**config.mk**
```make
export PLATFORM = sky130hd
export DESIGN_NAME = reg_producer_map
export DESIGN_NICKNAME = d
export VERILOG_FILES = /design/src/rtl/reg_producer_map.sv
export SDC_FILE = /design/constraint.sdc
export NUM_CORES = 1
export LEC_CHECK = 0
export ABC_CLOCK_PERIOD_IN_PS = 12500
export BUFFER_PORTS_ARGS = -buffer_cell sky130_fd_sc_hd__buf_2
export CAP_MARGIN = 0
export CELL_PAD_IN_SITES_DETAIL_PLACEMENT = 0
export CELL_PAD_IN_SITES_GLOBAL_PLACEMENT = 1
export CORE_MARGIN = 8
export CORE_UTILIZATION = 35
export CTS_BUF_LIST = sky130_fd_sc_hd__clkbuf_16
export DETAILED_ROUTE_END_ITERATION = 8
export PLACE_DENSITY = 0.71
export SYNTH_ARGS = -nofsm -noshare
export SYNTH_HDL_FRONTEND = slang
export SYNTH_SLANG_ARGS = --single-unit
export TNS_END_PERCENT = 1
```
**constraint.sdc**
```tcl
create_clock -name clk -period 12.5 [get_ports clk]
set_clock_uncertainty 0.2 [all_clocks]
set_input_delay 0.625 -clock clk [delete_from_list [all_inputs] [get_ports clk]]
set_output_delay 0.625 -clock clk [all_outputs]
set_load 0.1 [all_outputs]
```
**src/rtl/reg_producer_map.sv**
```systemverilog
module reg_producer_map #(
  parameter int NREG   = 8,
  parameter int NUNIT  = 8,
  parameter int HDEPTH = 4
) (
  input  logic                      clk,
  input  logic                      rst_n,
  input  logic [$clog2(NREG)-1:0]   lk_reg_i,
  output logic                      lk_valid_o,
  output logic [$clog2(NUNIT)-1:0]  lk_unit_o,
  input  logic                      iss_en_i,
  input  logic [$clog2(NREG)-1:0]   iss_reg_i,
  input  logic [$clog2(NUNIT)-1:0]  iss_unit_i,
  output logic                      iss_full_o,
  input  logic                      cmt_en_i,
  input  logic [$clog2(NUNIT)-1:0]  cmt_unit_i,
  input  logic                      rb_en_i,
  input  logic [$clog2(NUNIT)-1:0]  rb_unit_i
);
  localparam int RW = $clog2(NREG);
  localparam int UW = $clog2(NUNIT);
  localparam int CW = $clog2(HDEPTH + 1);
  localparam int HW = (HDEPTH > 1) ? $clog2(HDEPTH) : 1;

  logic [NREG-1:0] vld_q, vld_d;
  logic [UW-1:0]   cur_q  [NREG];
  logic [UW-1:0]   cur_d  [NREG];
  logic [CW-1:0]   cnt_q  [NREG];
  logic [CW-1:0]   cnt_d  [NREG];
  logic [UW-1:0]   hist_q [NREG][HDEPTH];
  logic [UW-1:0]   hist_d [NREG][HDEPTH];

  logic iss_ok;

  assign lk_valid_o = vld_q[lk_reg_i];
  assign lk_unit_o  = cur_q[lk_reg_i];
  assign iss_full_o = (cnt_q[iss_reg_i] == CW'(HDEPTH));
  assign iss_ok     = iss_en_i && !iss_full_o;

  always_comb begin
    logic          v;
    logic [UW-1:0] c;
    logic [CW-1:0] n, nm1, k;
    logic [UW-1:0] h  [HDEPTH];
    logic [UW-1:0] hk [HDEPTH];
    for (int r = 0; r < NREG; r++) begin
      v   = vld_q[r];
      c   = cur_q[r];
      n   = cnt_q[r];
      h   = hist_q[r];
      hk  = hist_q[r];
      nm1 = n - 1'b1;
      k   = '0;

      if (rb_en_i && v && c == rb_unit_i) begin
        if (n != '0) begin
          c = h[nm1[HW-1:0]];
          n = nm1;
        end else begin
          v = 1'b0;
        end
      end

      if (cmt_en_i) begin
        if (v && c == cmt_unit_i) begin
          v = 1'b0;
          n = '0;
        end else begin
          for (int i = 0; i < HDEPTH; i++) begin
            if (CW'(i) < n && h[i] != cmt_unit_i) begin
              hk[k[HW-1:0]] = h[i];
              k = k + 1'b1;
            end
          end
          h = hk;
          n = k;
        end
      end

      if (iss_ok && iss_reg_i == RW'(r)) begin
        if (v) begin
          h[n[HW-1:0]] = c;
          n = n + 1'b1;
        end
        c = iss_unit_i;
        v = 1'b1;
      end

      vld_d[r]  = v;
      cur_d[r]  = c;
      cnt_d[r]  = n;
      hist_d[r] = h;
    end
  end

  always_ff @(posedge clk) begin
    if (!rst_n) begin
      vld_q <= '0;
      for (int r = 0; r < NREG; r++) begin
        cur_q[r] <= '0;
        cnt_q[r] <= '0;
        for (int i = 0; i < HDEPTH; i++) hist_q[r][i] <= '0;
      end
    end else begin
      vld_q  <= vld_d;
      cur_q  <= cur_d;
      cnt_q  <= cnt_d;
      hist_q <= hist_d;
    end
  end
endmodule


```
# --- After elaboration in Yosys (flattened, before gate mapping) ---
# Cells that the tools add are included.
# Widths: inputs -> output; s select.
word_totals:
  in_bits: 20
  word_cells: 825
  regBits: 152
classes:
  n_addsub: 40
  n_eq_ne: 56
  bitwise: 42
  n_mux: 424
  n_reduce_logical: 107
  order_cmp: 107
op_table:
  columns: ["op", "n"]
  rows:
  - ["$mux 12", 88]
  - ["$mux 3", 212]
  - ["$bwmux 12", 32]
  - ["$demux 3 s2", 32]
  - ["$ge 3x3->1 const B", 40]
  - ["$not 2->3", 40]
  - ["$logic_and 1x1->1", 97]
  - ["$add 3x1->3 const B", 32]
  - ["$lt 3x1->1 const B", 32]
  - ["$ne 3x3->1", 32]
  - ["$mux 1", 49]
  - ["$bmux 3 s2", 8]
  - ["$eq 3x3->1", 16]
  - ["$lt 1x3->1 const A", 16]
  - ["$lt 2x3->1 const A", 16]
  - ["$reduce_bool 3->1", 8]
  - ["$sub 3x1->3 const B", 8]
  - ["$bmux 3 s3", 2]
  - ["$eq 3x3->1 const B", 5]
  - ["$ge 4x4->1 const B", 2]
  - ["$not 3->4", 2]
  - ["$eq 3x2->1 const B", 2]
  - ["$lt 3x4->1 const B", 1]
  - ["$bmux 1 s3", 1]
  - ["other kinds (3)", 3]

# --- Longest topological paths before layout ---
# Gate-level depths: netlist of the first run.
logic_depth:
  depth_word: 31
  depth_mapped: 24
  mapped_depth_nobuf: 22

# --- Worst setup path before layout of the first run ---
# No wires, ideal clock.
synth_timing:
  kind: "input port to flip-flop"
  start: "input rb_unit_i[2]"
  end: "register cnt_q[11] in the netlist's numbering"
  cell_stages: 18
  setup_ns: 0.070
  t_required_ns: 12.230
  slack_ns: 7.759
  arrival_time_ns: 4.471
  cell_sequence: "buf_6 -> xor2_1 -> or4_4 -> or4_4 -> o2111ai_1 -> and2_1 -> inv_1 -> ha_1 -> o21a_1 -> nor2_1 -> inv_1 -> ha_1 -> mux2i_1 -> o2bb2ai_1 -> ha_1 -> nand3_1 -> or3_1 -> a21oi_1"
synth_via:
  elab_chain_len: 23
synth_rtl:
  columns: ["element", "line", "rtl"]
  rows:
  - ["start: declaration", "18", "input logic [$clog2(NUNIT)-1:0] rb_unit_i"]
  - ["$eq 3x3->1 (*)", "55", "if (rb_en_i && v && c == rb_unit_i) begin"]
  - ["$logic_and 1x1->1 (*)", "55", null]
  - ["$mux 3", "55", null]
  - ["$lt 1x3->1", "70", "if (CW'(i) < n && h[i] != cmt_unit_i) begin"]
  - ["$logic_and 1x1->1", "70", null]
  - ["$mux 1", "70", null]
  - ["$mux 3", "65", "if (v && c == cmt_unit_i) begin"]
  - ["$mux 3", "64", "if (cmt_en_i) begin"]
  - ["(+7 left out)", null, null]
  - ["$mux 3", "64", null]
  - ["$add 3x1->3", "72", "k = k + 1'b1;"]
  - ["$mux 3", "70", null]
  - ["$mux 3", "65", null]
  - ["$mux 3", "64", null]
  - ["$add 3x1->3", "83", "n = n + 1'b1;"]
  - ["$mux 3", "81", "if (v) begin"]
  - ["$mux 3 (*)", "80", "if (iss_ok && iss_reg_i == RW'(r)) begin"]
  - ["end signal: assignment", "107", "cnt_q <= cnt_d;"]
  - ["end: declaration", "28", "logic [CW-1:0] cnt_q [NREG];"]
# Every way passes the cells marked *; elsewhere a longest branch is shown, timed or not. The select of a mux whose other input is x is not followed.
# A chain may end at the register's enable or synchronous reset.

# --- Final worst setup path of the first run ---
layout_timing:
  start: "input rb_unit_i[1]"
  end: "register hist_q[69] in the netlist's numbering"
layout_via:
  elab_chain_len: 28
layout_rtl:
  columns: ["element", "line", "rtl"]
  rows:
  - ["$eq 3x3->1 (*)", "55", null]
  - ["$logic_and 1x1->1 (*)", "55", null]
  - ["$mux 3", "55", null]
  - ["$lt 1x3->1", "70", null]
  - ["$logic_and 1x1->1", "70", null]
  - ["$mux 1", "70", null]
  - ["$mux 3", "65", null]
  - ["$mux 3", "64", null]
  - ["(+12 left out)", null, null]
  - ["$not 2->3 (not written as such) (tied with other cells)", "82", "h[n[HW-1:0]] = c;"]
  - ["$ge 3x3->1 (not written as such) (tied with other cells)", "82", null]
  - ["$logic_and 1x1->1 (not written as such) / $mux 12 (equally long branches)", "82, 70", null]
  - ["$mux 3 (not written as such) / $mux 12 (equally long branches)", "82, 65", null]
  - ["$demux 3 s2 / $mux 12 (equally long branches)", "82, 64", null]
  - ["$bwmux 12", "82", null]
  - ["$mux 12", "81", null]
  - ["$mux 12 (*)", "80", null]
  - ["end signal: assignment", "108", "hist_q <= hist_d;"]
  - ["end: declaration", "30", "logic [UW-1:0] hist_q [NREG][HDEPTH];"]
# Marked as above.

==> flow_metrics.env, run 1 <==
export IMPL_outcome="finished clean"
export IMPL_cap_violations=0
export IMPL_cts_resized=0
export IMPL_htreeDepth=4
export IMPL_initial_core_util_pct=35.42
export IMPL_worst_hold_path_type="register to register"
export IMPL_async_flop_share_pct=0
export IMPL_postCtsSetupBuffers=0
export IMPL_ant_nets=0
export IMPL_die_area_um2=49200
export IMPL_grt_antenna_before_repair=5
export IMPL_cts_root_buffer="clkbuf_16"
export IMPL_critPathMaxStageDelay_ns=0.73
export IMPL_yosysTopAreaCellShare_pct=20.53
export IMPL_maxSlewHeadroom_pct=33.95
export IMPL_track_usage_pct=17.87
export IMPL_post_route_period_util_pct=38.90
export IMPL_crit_path_frequent_cell="inv_1"
export IMPL_tns_ns=0
export IMPL_critical_path_class="primary input to register"
export IMPL_pin_count=25
export IMPL_dp_cells=2273
export IMPL_drt_wl_total_mm=45.12
export IMPL_instances_no_fill=2308
export IMPL_yosys_register_bits=152
export IMPL_placed_area_um2=15300
export IMPL_whs_endpoint="hist_q[6]$_SDFF_PN0_"
export IMPL_ys_warn_count=0
export IMPL_synth_edf_count=0
export IMPL_cts_hold_buf=0
export IMPL_postSynthAreaPerCell_um2=8.310
export IMPL_ys_types=112
export IMPL_power_mw=1.168
export IMPL_max_freq_ghz=0.2056
export IMPL_rsz0062_at_grt="false"
export IMPL_max_vdd_ir_drop_mv=0.07276
export IMPL_nNetsFinal=1851
export IMPL_setup_violations=0
export IMPL_gp_congestion=0.8979
export IMPL_worstMarginPinSlew_ns=0.9783
export IMPL_maxSlewViolCount=0
export IMPL_clk_pin_slew_ns=0.07
export IMPL_leakage_nw=6.124
export IMPL_syn_nets=1882
export IMPL_initialDrtViolationCount=860
export IMPL_drive_above_1_share_pct=11.83
export IMPL_layout_common_cells="153 x nand2_1, 152 x dfxtp_1, 113 x nor2_1, 105 x a21oi_1, 92 x inv_1"
export IMPL_yosysSeqAreaShare_pct=20.53
export IMPL_hp_start="hist_q[6]$_SDFF_PN0_"
export IMPL_viasPerCell=5.823
export IMPL_hpwl_mm=33.21
export IMPL_dr_pass1_iters=5
export IMPL_powerDensity_nw_per_um2=73.55
export IMPL_hold_ws_ns=0.3640
export IMPL_holdPathStages=2
export IMPL_cts_buffers=17
export IMPL_drc=0
export IMPL_cts_path_max_buffers=2
export IMPL_crit_fanout=8
export IMPL_layout_commonest_cell="nand2_1"
export IMPL_rrSetupSlack_ns=7.68
export IMPL_slowest_stage="a2111oi_0"
export IMPL_worstRegToRegCells=21
export IMPL_wl_per_cell_um=19.55
export IMPL_die_y_um=221.8
export IMPL_core_area_um2=41850
export IMPL_worst_ep_required_time_ns=12.70
export IMPL_period_minus_slack_ns=4.863
export IMPL_rr_endpoint="hist_q[69]$_SDFF_PN0_"
export IMPL_portBuffers=24
export IMPL_r2r_start="cur_q[17]$_SDFF_PN0_"
export IMPL_grt_max_degree=68
export IMPL_stdcell_area_um2=15880
export IMPL_yosysTopAreaCell="dfxtp_1"
export IMPL_netlist_area_um2=14820
export IMPL_cp_end_kind="register"
export IMPL_grt_pass1_vias=12740
export IMPL_die_w_um=221.8
export IMPL_clock_latency_ns=0.45
export IMPL_postSynthCellCount=1784
export IMPL_worstPathArrival_ns=5.06
export IMPL_vias=13440
export IMPL_synthTopCellsByArea="dfxtp_1 21%, ha_1 6.6%, mux2i_1 5.4%"
export IMPL_finalHoldViolations=0
export IMPL_crit_chain="buf_2, xor2_1, nor4_4, nand2_1, a2111oi_0, or2_2, inv_1, ha_1, inv_1, xnor2_2, ha_1, inv_1, mux2i_1, o22ai_1, inv_1, ha_1, inv_1, nor3_1, o41ai_2, o21ai_0, a21oi_1, o21a_1"
export IMPL_grt_pass1_wl_mm=71.77
export IMPL_grt_overflow=0
export IMPL_areaGrowthSynthToFinish_pct=7.090
export IMPL_rows=75
export IMPL_ys_flop_type="dfxtp_1"
export IMPL_cts_num_sinks=152
export IMPL_cts_tree="yes"
export IMPL_start_kind="primary input"
[power breakdown]
group | total [mW] | switching (mW) | internal [mW] | leakage [nW]
combinational | 0.151 | 0.0995 | 0.0515 | 4.62
clock | 0.514 | 0.224 | 0.290 | 0.278
sequential | 0.502 | 0.0103 | 0.492 | 1.23
[cell type report]
type                    instances  area, µm²
diodes                          3      7.507
clock buffers                  17      425.4
clock inverters                15      137.6
fillers                      4280      25980
inverters                      92      345.3
multi-input cells            1456      11040
flip-flops and latches        152       3043
well taps                     539      674.4
repair buffers                 34      197.7
[sequential cells by signal, summed over array words and instances (netlist names)]
| register | flops |
|---|---|
| hist_q | 96 |
| cur_q | 24 |
| cnt_q | 24 |
| vld_q | 8 |
[critical path: cells and delay by family]
family | cells | cell delay (ns)
simple gates | 4 | 0.92
xor+xnor | 2 | 0.43
buf+inv | 6 | 0.63
mux | 1 | 0.06
fa+ha+maj | 3 | 0.75
compound gates | 6 | 1.64
[per-stage QoR]
| stage | utilization (%) | worst slack [ns] |
|---|---|---|
| after floorplan | - | 7.759 |
| after global placement | 36.57 | 7.381 |
| after detailed placement | 36.57 | 7.238 |
| after CTS | 37.91 | 7.719 |
| after global routing | 37.92 | 7.097 |
| final | 37.93 | 7.637 |
[logic make-up (layout without fill, tap and decap cells)]
family | Yosys count | count (layout) | synth area share (%)
other cells | 0 | 3 | 0
simple gates | 578 | 578 | 20.74
xor+xnor | 164 | 164 | 9.892
flops | 152 | 152 | 20.53
fa+ha+maj | 78 | 78 | 6.583
buf+inv | 176 | 158 | 4.971
compound gates | 481 | 481 | 23.41
mux | 155 | 155 | 13.88
[per-layer routing]
metal	up-vias	part of all wire, %	GRT usage, %
met1	6463	46	23.55
met4	6	2.4	6.136
met2	385	46	28.74
met3	81	5.8	3.624
met5	-	0.069	0
li1	6504	-	-
[synth_stat cells, types with 30 or more instances]
| master | count |
|---|---|
| nand2_1 | 153 |
| dfxtp_1 | 152 |
| nor2_1 | 113 |
| a21oi_1 | 105 |
| inv_1 | 90 |
| nand3_1 | 90 |
| o21ai_0 | 89 |
| xor2_1 | 81 |
| mux2i_1 | 80 |
| xnor2_1 | 79 |
| ha_1 | 78 |
| clkbuf_1 | 44 |
| nor3_1 | 38 |
| mux4_2 | 34 |
| buf_2 | 30 |
[worst max path at each step]
stage | from | endpoint | slack (ns) | cells past startpoint
finish | rb_unit_i[1] | hist_q[69]$_SDFF_PN0_ | 7.64 | 22
global route | rb_unit_i[1] | hist_q[71]$_SDFF_PN0_ | 7.10 | 22
CTS | rb_unit_i[2] | cnt_q[11]$_SDFF_PN0_ | 7.72 | 18
detailed placement | rb_unit_i[2] | cnt_q[11]$_SDFF_PN0_ | 7.24 | 18
global placement | rb_unit_i[2] | cnt_q[11]$_SDFF_PN0_ | 7.38 | 18
floorplan | rb_unit_i[2] | cnt_q[11]$_SDFF_PN0_ | 7.76 | 18
(Power assumes the default switching activity.)
==> run 2, diff against run 1 <==
- ABC_CLOCK_PERIOD_IN_PS: 12500 -> 4100
- PLACE_DENSITY: 0.71 -> 0.73
- clock period: 12.5 -> 4.1 ns (I/O delays scaled with it)
==> flow_metrics.env, run 2 (synthesized netlist as in run 1, its figures left out) <==
export IMPL_outcome="finished clean"
export IMPL_die_area_um2=49200
export IMPL_grt_max_degree=61
export IMPL_rr_endpoint="hist_q[47]$_SDFF_PN0_"
export IMPL_drt_wl_total_mm=48.12
export IMPL_crit_path_frequent_cell="inv_1"
export IMPL_critPathMaxStageDelay_ns=0.54
export IMPL_drc=0
export IMPL_maxSlewHeadroom_pct=41.07
export IMPL_initialDrtViolationCount=978
export IMPL_worstMarginPinSlew_ns=0.8827
export IMPL_grt_overflow=0
export IMPL_power_internal_mw=2.775
export IMPL_worst_ep_required_time_ns=4.19
export IMPL_swShare_pct=27.29
export IMPL_cts_root_buffer="clkbuf_16"
export IMPL_maxSlewViolCount=0
export IMPL_power_mw=3.816
export IMPL_crit_chain="xor2_1, or4_4, or4_4, o2111ai_4, inv_1, a21o_1, ha_4, o21a_1, nor2_2, inv_1, ha_1, mux2i_2, o2bb2ai_2, inv_1, ha_2, nand3_1, o211ai_1, a21oi_1"
export IMPL_holdPathStages=3
export IMPL_cts_num_sinks=152
export IMPL_worst_hold_path_type="primary input to register"
export IMPL_r2r_start="cur_q[11]$_SDFF_PN0_"
export IMPL_cts_path_max_buffers=2
export IMPL_cp_end_kind="register"
export IMPL_areaGrowthSynthToFinish_pct=22.35
export IMPL_post_route_period_util_pct=98.96
export IMPL_largest_reg_flops=96
export IMPL_rsz0062_at_grt="true"
export IMPL_pwr_share_comb_pct=14.1
export IMPL_switching_power_mw=1.041
export IMPL_wl_per_cell_um=19.03
export IMPL_regMostFlops="hist_q"
export IMPL_pin_count=25
export IMPL_p_clk_share_pct=45.9
export IMPL_powerDensity_nw_per_um2=210.4
export IMPL_cts_buffers=17
export IMPL_gp_congestion=0.8980
export IMPL_rows=75
export IMPL_max_freq_ghz=0.2465
export IMPL_instances_no_fill=2529
export IMPL_clock_latency_ns=0.45
export IMPL_track_usage_pct=18.81
export IMPL_setup_violations=0
export IMPL_max_vdd_ir_drop_mv=0.3061
export IMPL_layout_common_cells="227 x buf_4, 148 x nand2_1, 147 x dfxtp_1, 111 x nor2_1, 103 x a21oi_1"
export IMPL_p_seq_share_pct=40.0
export IMPL_tns_ns=0
export IMPL_drive_above_1_share_pct=25.24
export IMPL_worstRegToRegCells=18
export IMPL_grt_pass1_vias=14110
export IMPL_ant_nets=0
export IMPL_die_y_um=221.8
export IMPL_hold_ws_ns=0.07484
export IMPL_rrSetupSlack_ns=0.04
export IMPL_vias=14440
export IMPL_layout_commonest_cell="buf_4"
export IMPL_whs_endpoint="hist_q[63]$_SDFF_PN0_"
export IMPL_initial_core_util_pct=35.42
export IMPL_cap_violations=0
export IMPL_hp_start="rst_n"
export IMPL_finalHoldViolations=0
export IMPL_clk_pin_slew_ns=0.07
export IMPL_nNetsFinal=2075
export IMPL_slowest_stage="or4_4"
export IMPL_dr_pass1_iters=6
export IMPL_worstPathArrival_ns=4.15
export IMPL_leakage_nw=7.333
export IMPL_die_w_um=221.8
export IMPL_start_kind="register"
export IMPL_cts_tree="yes"
export IMPL_reg_top3="hist_q (96), cnt_q (24), cur_q (24)"
export IMPL_core_area_um2=41850
export IMPL_period_minus_slack_ns=4.057
export IMPL_portBuffers=24
export IMPL_critical_path_class="register to register"
export IMPL_hpwl_mm=37.00
export IMPL_viasPerCell=5.711
export IMPL_grt_antenna_before_repair=3
export IMPL_crit_fanout=4
export IMPL_htreeDepth=4
export IMPL_dp_cells=2488
export IMPL_grt_pass1_wl_mm=75.84
## run 2: cell types whose count changed in the layout (fill, tap and decap cells not counted), sizes merged
cell	change
clkinvlp	-1
bufinv	+3
buf	+221
inv	-3
dlygate4sd3	+3
diode	-2
## run 2: stage by stage
stage	worst slack [ns]	cell area [µm²]	utilization, %
finish	0.04254	18140	43.34
global route	-0.1406	18140	43.34
CTS	-0.03447	17740	42.40
detailed placement	-0.2933	17010	40.65
global placement	-0.2257	17010	40.65
floorplan	-0.02708	14890	-
## run 2: worst max path at each step
stage / start / to / cells after the start
after floorplan: rb_unit_i[2] / cnt_q[11]$_SDFF_PN0_ / 18
after global placement: rb_unit_i[2] / hist_q[44]$_SDFF_PN0_ / 20
after detailed placement: rb_unit_i[2] / hist_q[44]$_SDFF_PN0_ / 20
after CTS: cur_q[17]$_SDFF_PN0_ / hist_q[70]$_SDFF_PN0_ / 21
after global routing: vld_q[2]$_SDFF_PN0_ / hist_q[71]$_SDFF_PN0_ / 22
final: cur_q[11]$_SDFF_PN0_ / hist_q[47]$_SDFF_PN0_ / 18
## run 2: worst max-delay path: cells and delay by family, from the launching register on
kind / cells / cell delay, ns
AOI/OAI and AO/OA: 6 / 0.79
muxes: 1 / 0.21
xor gates and xnor gates: 1 / 0.15
buffers and inverters: 3 / 0.24
adders and majority gates: 3 / 0.78
and+or+nand+nor: 4 / 1.22
DFF: 1 / 0.33
## run 2: routing by layer
metal  vias to the layer above  share of wire, %  track usage (%)  wire length (µm)
met5                         -             0.042                0                20
met4                         4               2.2            5.987              1076
met3                        82               5.7            2.910              2723
met2                       396                47            31.27             22420
met1                      7006                45            24.70             21880
li1                       6954                 -                -                 -
## run 2: layout make-up
| cell class | instances | area (µm²) |
|---|---|---|
| Fill cell | 4155 | 23720 |
| Multi-Input combinational cell | 1456 | 11500 |
| Sequential cell | 152 | 3049 |
| Timing Repair Buffer | 258 | 1932 |
| Tap cell | 539 | 674.4 |
| Clock buffer | 17 | 425.4 |
| Inverter | 92 | 345.3 |
| Clock inverter | 14 | 205.2 |
| Antenna cell | 1 | 2.502 |
## run 2: what timing repair did
item	CTS	global route
resized for setup	12	81
pin swaps	3	32
endpoints found under the setup margin	28	84
hold buffers	3	0
cloned	0	0
buffers inserted	1	5
hold endpoints to repair	17	0
## run 2: power groups by stage
stage          Combinational [mW]  Sequential, mW  Clock (mW)
6_report                    0.537            1.53        1.75
3_5_place_dp                0.514            1.56           0
3_3_place_gp                0.504            1.56           0
2_1_floorplan               0.355            1.55           0
4_1_cts                     0.520            1.52        1.79
5_1_grt                     0.578            1.53        1.84
==> run 3, diff against run 2 <==
- ABC_CLOCK_PERIOD_IN_PS: 4100 -> 4000
- PLACE_DENSITY: 0.73 -> 0.71
- clock period: 4.1 -> 4 ns (I/O delays scaled with it)
==> flow_metrics.env, run 3 (synthesized netlist as in run 1, its figures left out) <==
export IMPL_worstMarginPinSlew_ns=0.8507
export IMPL_die_y_um=221.8
export IMPL_maxSlewViolCount=0
export IMPL_grt_pass1_wl_mm=78.58
export IMPL_reg_top3="hist_q (96), cnt_q (24), cur_q (24)"
export IMPL_dr_pass1_iters=8
export IMPL_grt_antenna_before_repair=4
export IMPL_gp_congestion=0.8893
export IMPL_period_minus_slack_ns=4.103
export IMPL_regMostFlops="hist_q"
export IMPL_cts_root_buffer="clkbuf_16"
export IMPL_hpwl_mm=38.03
export IMPL_cts_num_sinks=152
export IMPL_core_area_um2=41850
export IMPL_initialDrtViolationCount=1039
export IMPL_max_freq_ghz=0.2437
export IMPL_drc=0
export IMPL_track_usage_pct=19.73
export IMPL_critPathMaxStageDelay_ns=0.44
export IMPL_largest_reg_flops=96
export IMPL_post_route_period_util_pct=102.6
export IMPL_ant_nets=0
export IMPL_powerDensity_nw_per_um2=199.7
export IMPL_rows=75
export IMPL_cap_violations=0
export IMPL_finalWorstSetupSlack_ns=-0.1031
export IMPL_wl_per_cell_um=19.13
export IMPL_cp_end_kind="register"
export IMPL_htreeDepth=4
export IMPL_layout_common_cells="281 x buf_4, 150 x nand2_1, 150 x dfxtp_1, 108 x nor2_1, 100 x a21oi_1"
export IMPL_setup_violations=8
export IMPL_portBuffers=24
export IMPL_pin_count=25
export IMPL_grt_overflow=0
export IMPL_drt_wl_total_mm=49.50
export IMPL_crit_path_frequent_cell="inv_2"
export IMPL_clock_latency_ns=0.49
export IMPL_nNetsFinal=2132
export IMPL_stdcell_area_um2=18560
export IMPL_vias=14600
export IMPL_crit_fanout=5
export IMPL_leakage_nw=7.577
export IMPL_clk_pin_slew_ns=0.07
export IMPL_max_vdd_ir_drop_mv=0.2645
export IMPL_areaGrowthSynthToFinish_pct=25.20
export IMPL_violations="negative setup slack"
export IMPL_die_w_um=221.8
export IMPL_placed_area_um2=17480
export IMPL_worst_hold_path_type="primary input to register"
export IMPL_drive_above_1_share_pct=27.61
export IMPL_grt_max_degree=58
export IMPL_grt_pass1_vias=14600
export IMPL_outcome="finished, violations left"
export IMPL_worstPathArrival_ns=4.28
export IMPL_cts_buffers=17
export IMPL_power_mw=3.707
export IMPL_die_area_um2=49200
export IMPL_finalHoldViolations=0
export IMPL_cts_path_max_buffers=2
export IMPL_crit_chain="xor2_4, nor4_4, nand2_2, a2111oi_4, or2_4, inv_2, ha_4, inv_2, xnor2_2, ha_1, inv_1, mux2i_1, o22ai_1, inv_1, ha_2, inv_2, nor3_4, o41ai_4, o21ai_1, a21oi_1, o21a_1"
export IMPL_layout_commonest_cell="buf_4"
export IMPL_critical_path_class="register to register"
export IMPL_viasPerCell=5.642
export IMPL_worst_ep_required_time_ns=4.17
export IMPL_slowest_stage="a2111oi_4"
export IMPL_rsz0062_at_grt="true"
export IMPL_cts_tree="yes"
export IMPL_initial_core_util_pct=35.42
export IMPL_maxSlewHeadroom_pct=43.21
export IMPL_start_kind="register"
## run 3: changes by cell type in the layout (fill, tap and decap cells not counted), sizes merged
cell	change
buf	+56
bufinv	-4
clkinv	+4
diode	+1
dlygate4sd3	+1
## run 3: final cells by class
class,count,area (µm²)
Fill cell,4150,23290
Multi-Input combinational cell,1456,11580
Sequential cell,152,3048
Timing Repair Buffer,315,2379
Tap cell,539,674.4
Clock buffer,17,425.4
Inverter,92,345.3
Clock inverter,14,107.6
Antenna cell,2,5.005
## run 3: repair_timing
item,4_1_cts,5_1_grt
gates resized for setup,35,74
hold buffers,4,0
endpoints found under the hold margin,46,0
pin swaps,15,35
setup endpoints to repair,50,103
setup buffers,2,1
## run 3: report_power, final
group	internal (mW)	total, mW	switching [mW]
logic	0.231	0.579	0.348
registers	1.54	1.56	0.0257
clock network	0.839	1.56	0.726
## run 3: layer usage
| layer | up-vias | routed length (µm) | global-route usage, % | part of all wire, % |
|---|---|---|---|---|
| met5 | - | 39 | 0 | 0.079 |
| li1 | 7045 | - | - | - |
| met2 | 388 | 23480 | 33.19 | 47 |
| met1 | 7058 | 22020 | 24.53 | 44 |
| met4 | 6 | 1328 | 7.590 | 2.7 |
| met3 | 100 | 2630 | 4.047 | 5.3 |
## run 3: worst max-delay path, delay by kind of cell (launching register included)
kind,cells,cell delay (ns)
AOI/OAI and AO/OA,6,0.99
and+or+nand+nor,4,0.94
adders and majority gates,3,0.71
DFF,1,0.37
xor gates and xnor gates,2,0.32
buffers and inverters,5,0.25
muxes,1,0.18
## run 3: stage by stage
step           hold WS (ns)  setup slack (ns)  std cells  utilization, %  TNS (ns)
6_report             0.1077           -0.1031       2587           44.35   -0.3588
5_1_grt              0.1326           -0.2833       2586           44.34    -7.803
4_1_cts             0.05630          -0.04841       2584           43.56  -0.08648
3_5_place_dp         0.3424           -0.3271       2547           41.75    -11.93
3_3_place_gp         0.3303           -0.1710       2547           41.75    -5.520
2_1_floorplan        0.2841           -0.1006       1784               -    -1.739
## run 3: path summary, 6_finish.rpt
check | from | to | slack (ns) | cells after the start
worst max register to register | cur_q[16]$_SDFF_PN0_ | hist_q[70]$_SDFF_PN0_ | -0.10 | 21
worst min register to register | hist_q[18]$_SDFF_PN0_ | hist_q[18]$_SDFF_PN0_ | 0.36 | 2
worst min-delay path | iss_reg_i[0] | vld_q[6]$_SDFF_PN0_ | 0.11 | 5
worst max-delay path | cur_q[16]$_SDFF_PN0_ | hist_q[70]$_SDFF_PN0_ | -0.10 | 21
